[src/rtl/ib_pkg.sv]
package ib_pkg;
  localparam int unsigned IB_DEPTH = 4;
  localparam int unsigned IB_NREG  = 8;
  localparam int unsigned IB_NFU   = 4;
endpackage

[src/rtl/ib_pend_track.sv]
module ib_pend_track #(
  parameter int unsigned NREG  = ib_pkg::IB_NREG,
  localparam int unsigned REG_W = $clog2(NREG)
) (
  input  logic             clk_i,
  input  logic             rst_ni,
  input  logic             set_v_i,
  input  logic [REG_W-1:0] set_reg_i,
  input  logic             clr_v_i,
  input  logic [REG_W-1:0] clr_reg_i,
  output logic [NREG-1:0]  pend_o
);
  logic [NREG-1:0] pend_q;

  always_ff @(posedge clk_i or negedge rst_ni) begin
    if (!rst_ni) begin
      pend_q <= '0;
    end else begin
      for (int r = 0; r < NREG; r++) begin
        if (set_v_i && set_reg_i == REG_W'(r))      pend_q[r] <= 1'b1;
        else if (clr_v_i && clr_reg_i == REG_W'(r)) pend_q[r] <= 1'b0;
      end
    end
  end

  assign pend_o = pend_q;
endmodule

[src/rtl/ib_age_arb.sv]
module ib_age_arb #(
  parameter int unsigned DEPTH = ib_pkg::IB_DEPTH
) (
  input  logic             clk_i,
  input  logic             rst_ni,
  input  logic [DEPTH-1:0] ins_oh_i,  // slot written this cycle (one-hot or zero)
  input  logic [DEPTH-1:0] keep_i,    // slots still occupied after this cycle's grant
  input  logic [DEPTH-1:0] req_i,
  output logic [DEPTH-1:0] gnt_o
);
  // older_q[j][i]: slot j was accepted before slot i
  logic [DEPTH-1:0] older_q [DEPTH];

  always_comb begin
    for (int i = 0; i < DEPTH; i++) begin
      logic blocked;
      blocked = 1'b0;
      for (int j = 0; j < DEPTH; j++)
        if (j != i && req_i[j] && older_q[j][i]) blocked = 1'b1;
      gnt_o[i] = req_i[i] && !blocked;
    end
  end

  always_ff @(posedge clk_i or negedge rst_ni) begin
    if (!rst_ni) begin
      for (int j = 0; j < DEPTH; j++) older_q[j] <= '0;
    end else begin
      for (int k = 0; k < DEPTH; k++) begin
        if (ins_oh_i[k]) begin
          older_q[k] <= '0;
          for (int j = 0; j < DEPTH; j++)
            if (j != k) older_q[j][k] <= keep_i[j];
        end
      end
    end
  end
endmodule

[src/rtl/ooo_issue_buf.sv]
module ooo_issue_buf #(
  parameter int unsigned DEPTH = ib_pkg::IB_DEPTH,
  parameter int unsigned NREG  = ib_pkg::IB_NREG,
  parameter int unsigned NFU   = ib_pkg::IB_NFU,
  localparam int unsigned REG_W = $clog2(NREG),
  localparam int unsigned FU_W  = $clog2(NFU)
) (
  input  logic             clk_i,
  input  logic             rst_ni,
  input  logic             in_valid_i,
  output logic             in_ready_o,
  input  logic [FU_W-1:0]  in_fu_i,
  input  logic [REG_W-1:0] in_dst_i,
  input  logic [REG_W-1:0] in_src1_i,
  input  logic [REG_W-1:0] in_src2_i,
  input  logic             wb_valid_i,
  input  logic [REG_W-1:0] wb_reg_i,
  input  logic [NFU-1:0]   fu_busy_i,
  output logic             disp_valid_o,
  output logic [FU_W-1:0]  disp_fu_o,
  output logic [REG_W-1:0] disp_dst_o,
  output logic [REG_W-1:0] disp_src1_o,
  output logic [REG_W-1:0] disp_src2_o,
  output logic             full_o
);
  typedef struct packed {
    logic [FU_W-1:0]  fu;
    logic [REG_W-1:0] dst;
    logic [REG_W-1:0] s1;
    logic [REG_W-1:0] s2;
    logic             r1;
    logic             r2;
  } ent_t;

  ent_t             ent_q [DEPTH];
  logic [DEPTH-1:0] vld_q;
  logic [DEPTH-1:0] elig, gnt, free_v, ins_oh, ins_mask, keep;
  logic [NREG-1:0]  pend;
  logic             war, waw, ins, new_r1, new_r2;

  ib_pend_track #(.NREG(NREG)) u_pend (
    .clk_i    (clk_i),
    .rst_ni   (rst_ni),
    .set_v_i  (ins),
    .set_reg_i(in_dst_i),
    .clr_v_i  (wb_valid_i),
    .clr_reg_i(wb_reg_i),
    .pend_o   (pend)
  );

  always_comb begin
    for (int i = 0; i < DEPTH; i++)
      elig[i] = vld_q[i] && ent_q[i].r1 && ent_q[i].r2 && !fu_busy_i[ent_q[i].fu];
  end

  ib_age_arb #(.DEPTH(DEPTH)) u_arb (
    .clk_i   (clk_i),
    .rst_ni  (rst_ni),
    .ins_oh_i(ins_mask),
    .keep_i  (keep),
    .req_i   (elig),
    .gnt_o   (gnt)
  );

  // entry hazards against the offered instruction
  always_comb begin
    war = 1'b0;
    for (int i = 0; i < DEPTH; i++)
      if (vld_q[i] && (ent_q[i].s1 == in_dst_i || ent_q[i].s2 == in_dst_i)) war = 1'b1;
  end
  assign waw = pend[in_dst_i];

  // lowest free slot, counting the one leaving this cycle
  assign free_v = ~vld_q | gnt;
  always_comb begin
    logic found;
    found  = 1'b0;
    ins_oh = '0;
    for (int i = 0; i < DEPTH; i++) begin
      if (free_v[i] && !found) begin
        ins_oh[i] = 1'b1;
        found     = 1'b1;
      end
    end
  end

  assign in_ready_o = (|free_v) && !war && !waw;
  assign ins        = in_valid_i && in_ready_o;
  assign ins_mask   = ins_oh & {DEPTH{ins}};
  assign keep       = vld_q & ~gnt;

  assign new_r1 = !pend[in_src1_i] || (wb_valid_i && wb_reg_i == in_src1_i);
  assign new_r2 = !pend[in_src2_i] || (wb_valid_i && wb_reg_i == in_src2_i);

  always_ff @(posedge clk_i or negedge rst_ni) begin
    if (!rst_ni) begin
      vld_q <= '0;
      for (int i = 0; i < DEPTH; i++) ent_q[i] <= '0;
    end else begin
      for (int i = 0; i < DEPTH; i++) begin
        if (ins_mask[i]) begin
          vld_q[i]    <= 1'b1;
          ent_q[i].fu  <= in_fu_i;
          ent_q[i].dst <= in_dst_i;
          ent_q[i].s1  <= in_src1_i;
          ent_q[i].s2  <= in_src2_i;
          ent_q[i].r1  <= new_r1;
          ent_q[i].r2  <= new_r2;
        end else if (gnt[i]) begin
          vld_q[i] <= 1'b0;
        end else if (wb_valid_i && vld_q[i]) begin
          if (ent_q[i].s1 == wb_reg_i) ent_q[i].r1 <= 1'b1;
          if (ent_q[i].s2 == wb_reg_i) ent_q[i].r2 <= 1'b1;
        end
      end
    end
  end

  always_comb begin
    disp_fu_o   = '0;
    disp_dst_o  = '0;
    disp_src1_o = '0;
    disp_src2_o = '0;
    for (int i = 0; i < DEPTH; i++) begin
      if (gnt[i]) begin
        disp_fu_o   = disp_fu_o   | ent_q[i].fu;
        disp_dst_o  = disp_dst_o  | ent_q[i].dst;
        disp_src1_o = disp_src1_o | ent_q[i].s1;
        disp_src2_o = disp_src2_o | ent_q[i].s2;
      end
    end
  end

  assign disp_valid_o = |gnt;
  assign full_o       = &vld_q;
endmodule

[config.mk]
export PLATFORM = sky130hd
export DESIGN_NAME = ooo_issue_buf
export DESIGN_NICKNAME = d
export VERILOG_FILES = /design/src/rtl/ib_pkg.sv /design/src/rtl/ib_pend_track.sv /design/src/rtl/ib_age_arb.sv /design/src/rtl/ooo_issue_buf.sv
export SDC_FILE = /design/constraint.sdc
export NUM_CORES = 1
export LEC_CHECK = 0
export CAP_MARGIN = 20
export CORE_AREA = 5 5 100 102
export CTS_BUF_LIST = sky130_fd_sc_hd__clkbuf_2
export DETAILED_ROUTE_END_ITERATION = 16
export DIE_AREA = 0 0 105 107
export MAX_ROUTING_LAYER = met4
export PLACE_DENSITY = 0.69
export SETUP_SLACK_MARGIN = 0.4
export SYNTH_ARGS = -nofsm -noshare
export SYNTH_HDL_FRONTEND = slang
export SYNTH_HIERARCHICAL = 1
export SYNTH_SLANG_ARGS = --single-unit
[constraint.sdc]
create_clock -name clk_i -period 5.64 [get_ports clk_i]
set_clock_uncertainty 0.1 [all_clocks]
set_input_delay 0.564 -clock clk_i [delete_from_list [all_inputs] [get_ports clk_i]]
set_output_delay 0.564 -clock clk_i [all_outputs]
set_load 0.01 [all_outputs]
==> results.sh <==
export IMPL_crit_fanout=13
export IMPL_postSynthAreaPerCell_um2=11.4
export IMPL_setup_violations=0
export IMPL_cts_root_buf="clkbuf_2"
export IMPL_ir_drop_mv=0.202
export IMPL_cts_setup_buffers=0
export IMPL_synth_edf_count=0
export IMPL_nNetsFinal=434
export IMPL_async_flop_share_pct=100
export IMPL_fmaxAchievable_mhz=212
export IMPL_powerDensity_mw_per_mm2=544
export IMPL_drv_cap=0
export IMPL_ctsResizeCount=0
export IMPL_grt_pass1_vias=3337
export IMPL_diodes=0
export IMPL_yosysTopAreaCellShare_pct=43.4
export IMPL_crit_arrival_ns=4.04
export IMPL_synth_flop_cell="dfrtp_1"
export IMPL_fin_setup_tns_ns=0
export IMPL_hpwlAfterDp_um=7730
export IMPL_grt_antenna_before_repair=0
export IMPL_synth_most_common_cell="dfrtp_1"
export IMPL_crit_path_top_delay_cell="clkdlybuf4s50_1"
export IMPL_path_cells="clkdlybuf4s50_1, mux4_2, nor2_1, and3_1, nand2b_1, inv_1, nand4_1, nand3_1, nor4_4, clkdlybuf4s50_1"
export IMPL_cts_sinks=76
export IMPL_fin_ws_ns=0.934
export IMPL_cp_start_kind="input pin"
export IMPL_drt_iter0_markers=161
export IMPL_path_class="input pin to output pin"
export IMPL_cts_buffer_depth=2
export IMPL_numPortBuffers=35
export IMPL_tightest_slew_ns=0.982
export IMPL_period_share_pct=83.4
export IMPL_io_pins=36
export IMPL_layout_drive_gt1_share_pct=19.4
export IMPL_critPathBufInv=3
export IMPL_p_leak_uw=0.00204
export IMPL_grt_pass1_wl_um=18200
export IMPL_cp_required_ns=4.98
export IMPL_initial_utilization_pct=48.6
export IMPL_final_hold_viol_count=0
export IMPL_max_stage_delay_ns=0.64
export IMPL_relSlewSlack_pct=34.6
export IMPL_dieArea_mm2=0.0112
export IMPL_post_drt_wl_per_cell_um=20.8
export IMPL_crit_start="fu_busy_i[0]"
export IMPL_wl_um=11000
export IMPL_hold_slack_ns=0.0702
export IMPL_slew_violations=0
export IMPL_ant_nets=0
export IMPL_hp_class="input pin to asynchronous set/reset pin"
export IMPL_pre_cts_slack_ns=0.901
export IMPL_cts_tree="done"
export IMPL_critical_path_top_delay_family="simple AND/OR/NAND/NOR gates"
export IMPL_timing_rr_start="ent_q[11]$_DFFE_PN0P_"
export IMPL_synth_ff_latch_count=76
export IMPL_cpMostUsedCell="clkdlybuf4s50_1"
export IMPL_cts_buffers=9
export IMPL_clkTransAtPathRegs_ns=0.19
export IMPL_vias_per_cell=6.11
export IMPL_vias=3228
export IMPL_grt_ovfl_total=0
export IMPL_die_h_um=107
export IMPL_synth_seq_area_share_pct=43.4
export IMPL_ys_top_cells_by_count="dfrtp_1 (76), xnor2_1 (52), mux2_2 (43)"
export IMPL_gp_congestion=0.893
export IMPL_syn_area_mm2=0.00438
export IMPL_areaGrowthSynthToFinish_pct=11.6
export IMPL_finalCriticalPeriod_ns=4.71
export IMPL_rsz0062_at_grt="false"
export IMPL_syn_instance_count=383
export IMPL_synth_warnings=6
export IMPL_htree_levels=3
export IMPL_track_usage_pct=21.0
export IMPL_critPathCaptureType="output pin"
export IMPL_yosysUniqueCellTypes=37
export IMPL_status="completed"
export IMPL_clock_latency_ns=0.52
export IMPL_die_w_um=105
export IMPL_drc=0
export IMPL_dr_pass1_iters=5
export IMPL_grt_max_degree=77
export IMPL_core_area_mm2=0.00902
export IMPL_ys_top_cells_by_area="dfrtp_1 (43%), mux2_2 (11%), xnor2_1 (10%), mux4_2 (5.1%), a22oi_1 (4.5%)"
export IMPL_holdBufCountCts=0
export IMPL_std_cell_rows=35
export IMPL_syn_num_nets=405
export IMPL_synth_largest_area_cell="dfrtp_1"
sequential cells by signal, indices dropped and copies added, names as in the netlist:
| name | count |
|---|---|
| u_arb/older_q | 12 |
| vld_q | 4 |
| ent_q | 52 |
| u_pend/pend_o | 8 |
per-stage QoR:
stage	instance area, um^2	instances	total power (uW)	util [%]
after floorplan	4380	383	1930	-
after global placement	4780	512	2340	53.0
after detailed placement	4780	512	2380	53.0
after CTS	4890	528	2670	54.2
after global routing	4890	528	2850	54.2
final	4890	528	2660	54.2
placed cells by master, fill, tap and decap left out, drive strengths merged, types with 2 or more instances in the layout:
cell / n
mux4: 10
dfrtp: 76
nand4: 16
nand3: 11
o21ai: 10
buf: 7
xnor2: 52
and2: 4
nor2b: 4
mux2: 44
nor4: 2
nand2: 28
a22o: 4
a32o: 4
clkdlybuf4s50: 34
clkbuf: 10
inv: 8
and3: 4
nand4b: 3
a22oi: 26
nor2: 13
mux2i: 15
clkinv: 4
nand4bb: 3
nand2b: 9
a41oi: 8
report_power, final:
| part | switching, uW | total, uW | internal, uW |
|---|---|---|---|
| sequential | 286 | 1090 | 800 |
| clock | 189 | 289 | 99.7 |
| combinational | 592 | 1280 | 692 |
metal layers:
metal  wire, um  global-route usage, %  vias up
met1       4800                   27.4     1646
met2       5490                   32.4       85
met3        525                   3.55       17
met5          0                      -        -
met4        173                   8.77        0
li1           -                      -     1480
area by class of cell:
cell class | count | area [um^2]
Timing Repair Buffer | 41 | 393
Inverter | 8 | 30.0
Sequential cell | 76 | 1900
Clock inverter | 6 | 55.1
Tap cell | 111 | 139
Multi-Input combinational cell | 276 | 2320
Fill cell | 793 | 4130
Clock buffer | 10 | 50.0
worst register-to-register path, stage by stage (launching register included):
cell and delay [ns]:
dfrtp_1 0.44, mux4_2 0.54, nor2_1 0.25, and3_1 0.62, nand2b_1 0.26, inv_1 0.12
nand4_1 0.11, nand3_1 0.14, nor4_4 0.37, nand4_1 0.49, buf_4 0.36, mux2_2 0.27
cell families (layout without fill, tap and decap cells):
family | Yosys count | after routing | share of synthesized area [%]
and+or+nand+nor | 101 | 101 | 12.9
DFF | 76 | 76 | 43.4
muxes | 69 | 69 | 19.9
AOI/OAI and AO/OA | 54 | 54 | 9.71
xor gates and xnor gates | 52 | 52 | 10.4
buffers and inverters | 31 | 65 | 3.66
final timing paths:
path | slack, ns | cells after the start | end
setup / recovery | 0.93 | 10 | in_ready_o
hold / removal | 0.07 | 1 | ent_q[21]$_DFFE_PN0P_
setup reg to reg | 1.45 | 11 | ent_q[32]$_DFFE_PN0P_
hold reg to reg | 0.42 | 1 | ent_q[8]$_DFFE_PN0P_
max in group asynchronous | 4.75 | 1 | ent_q[1]$_DFFE_PN0P_
min in group clk_i | 0.42 | 1 | ent_q[8]$_DFFE_PN0P_
Power figures use the tool's default switching activity.
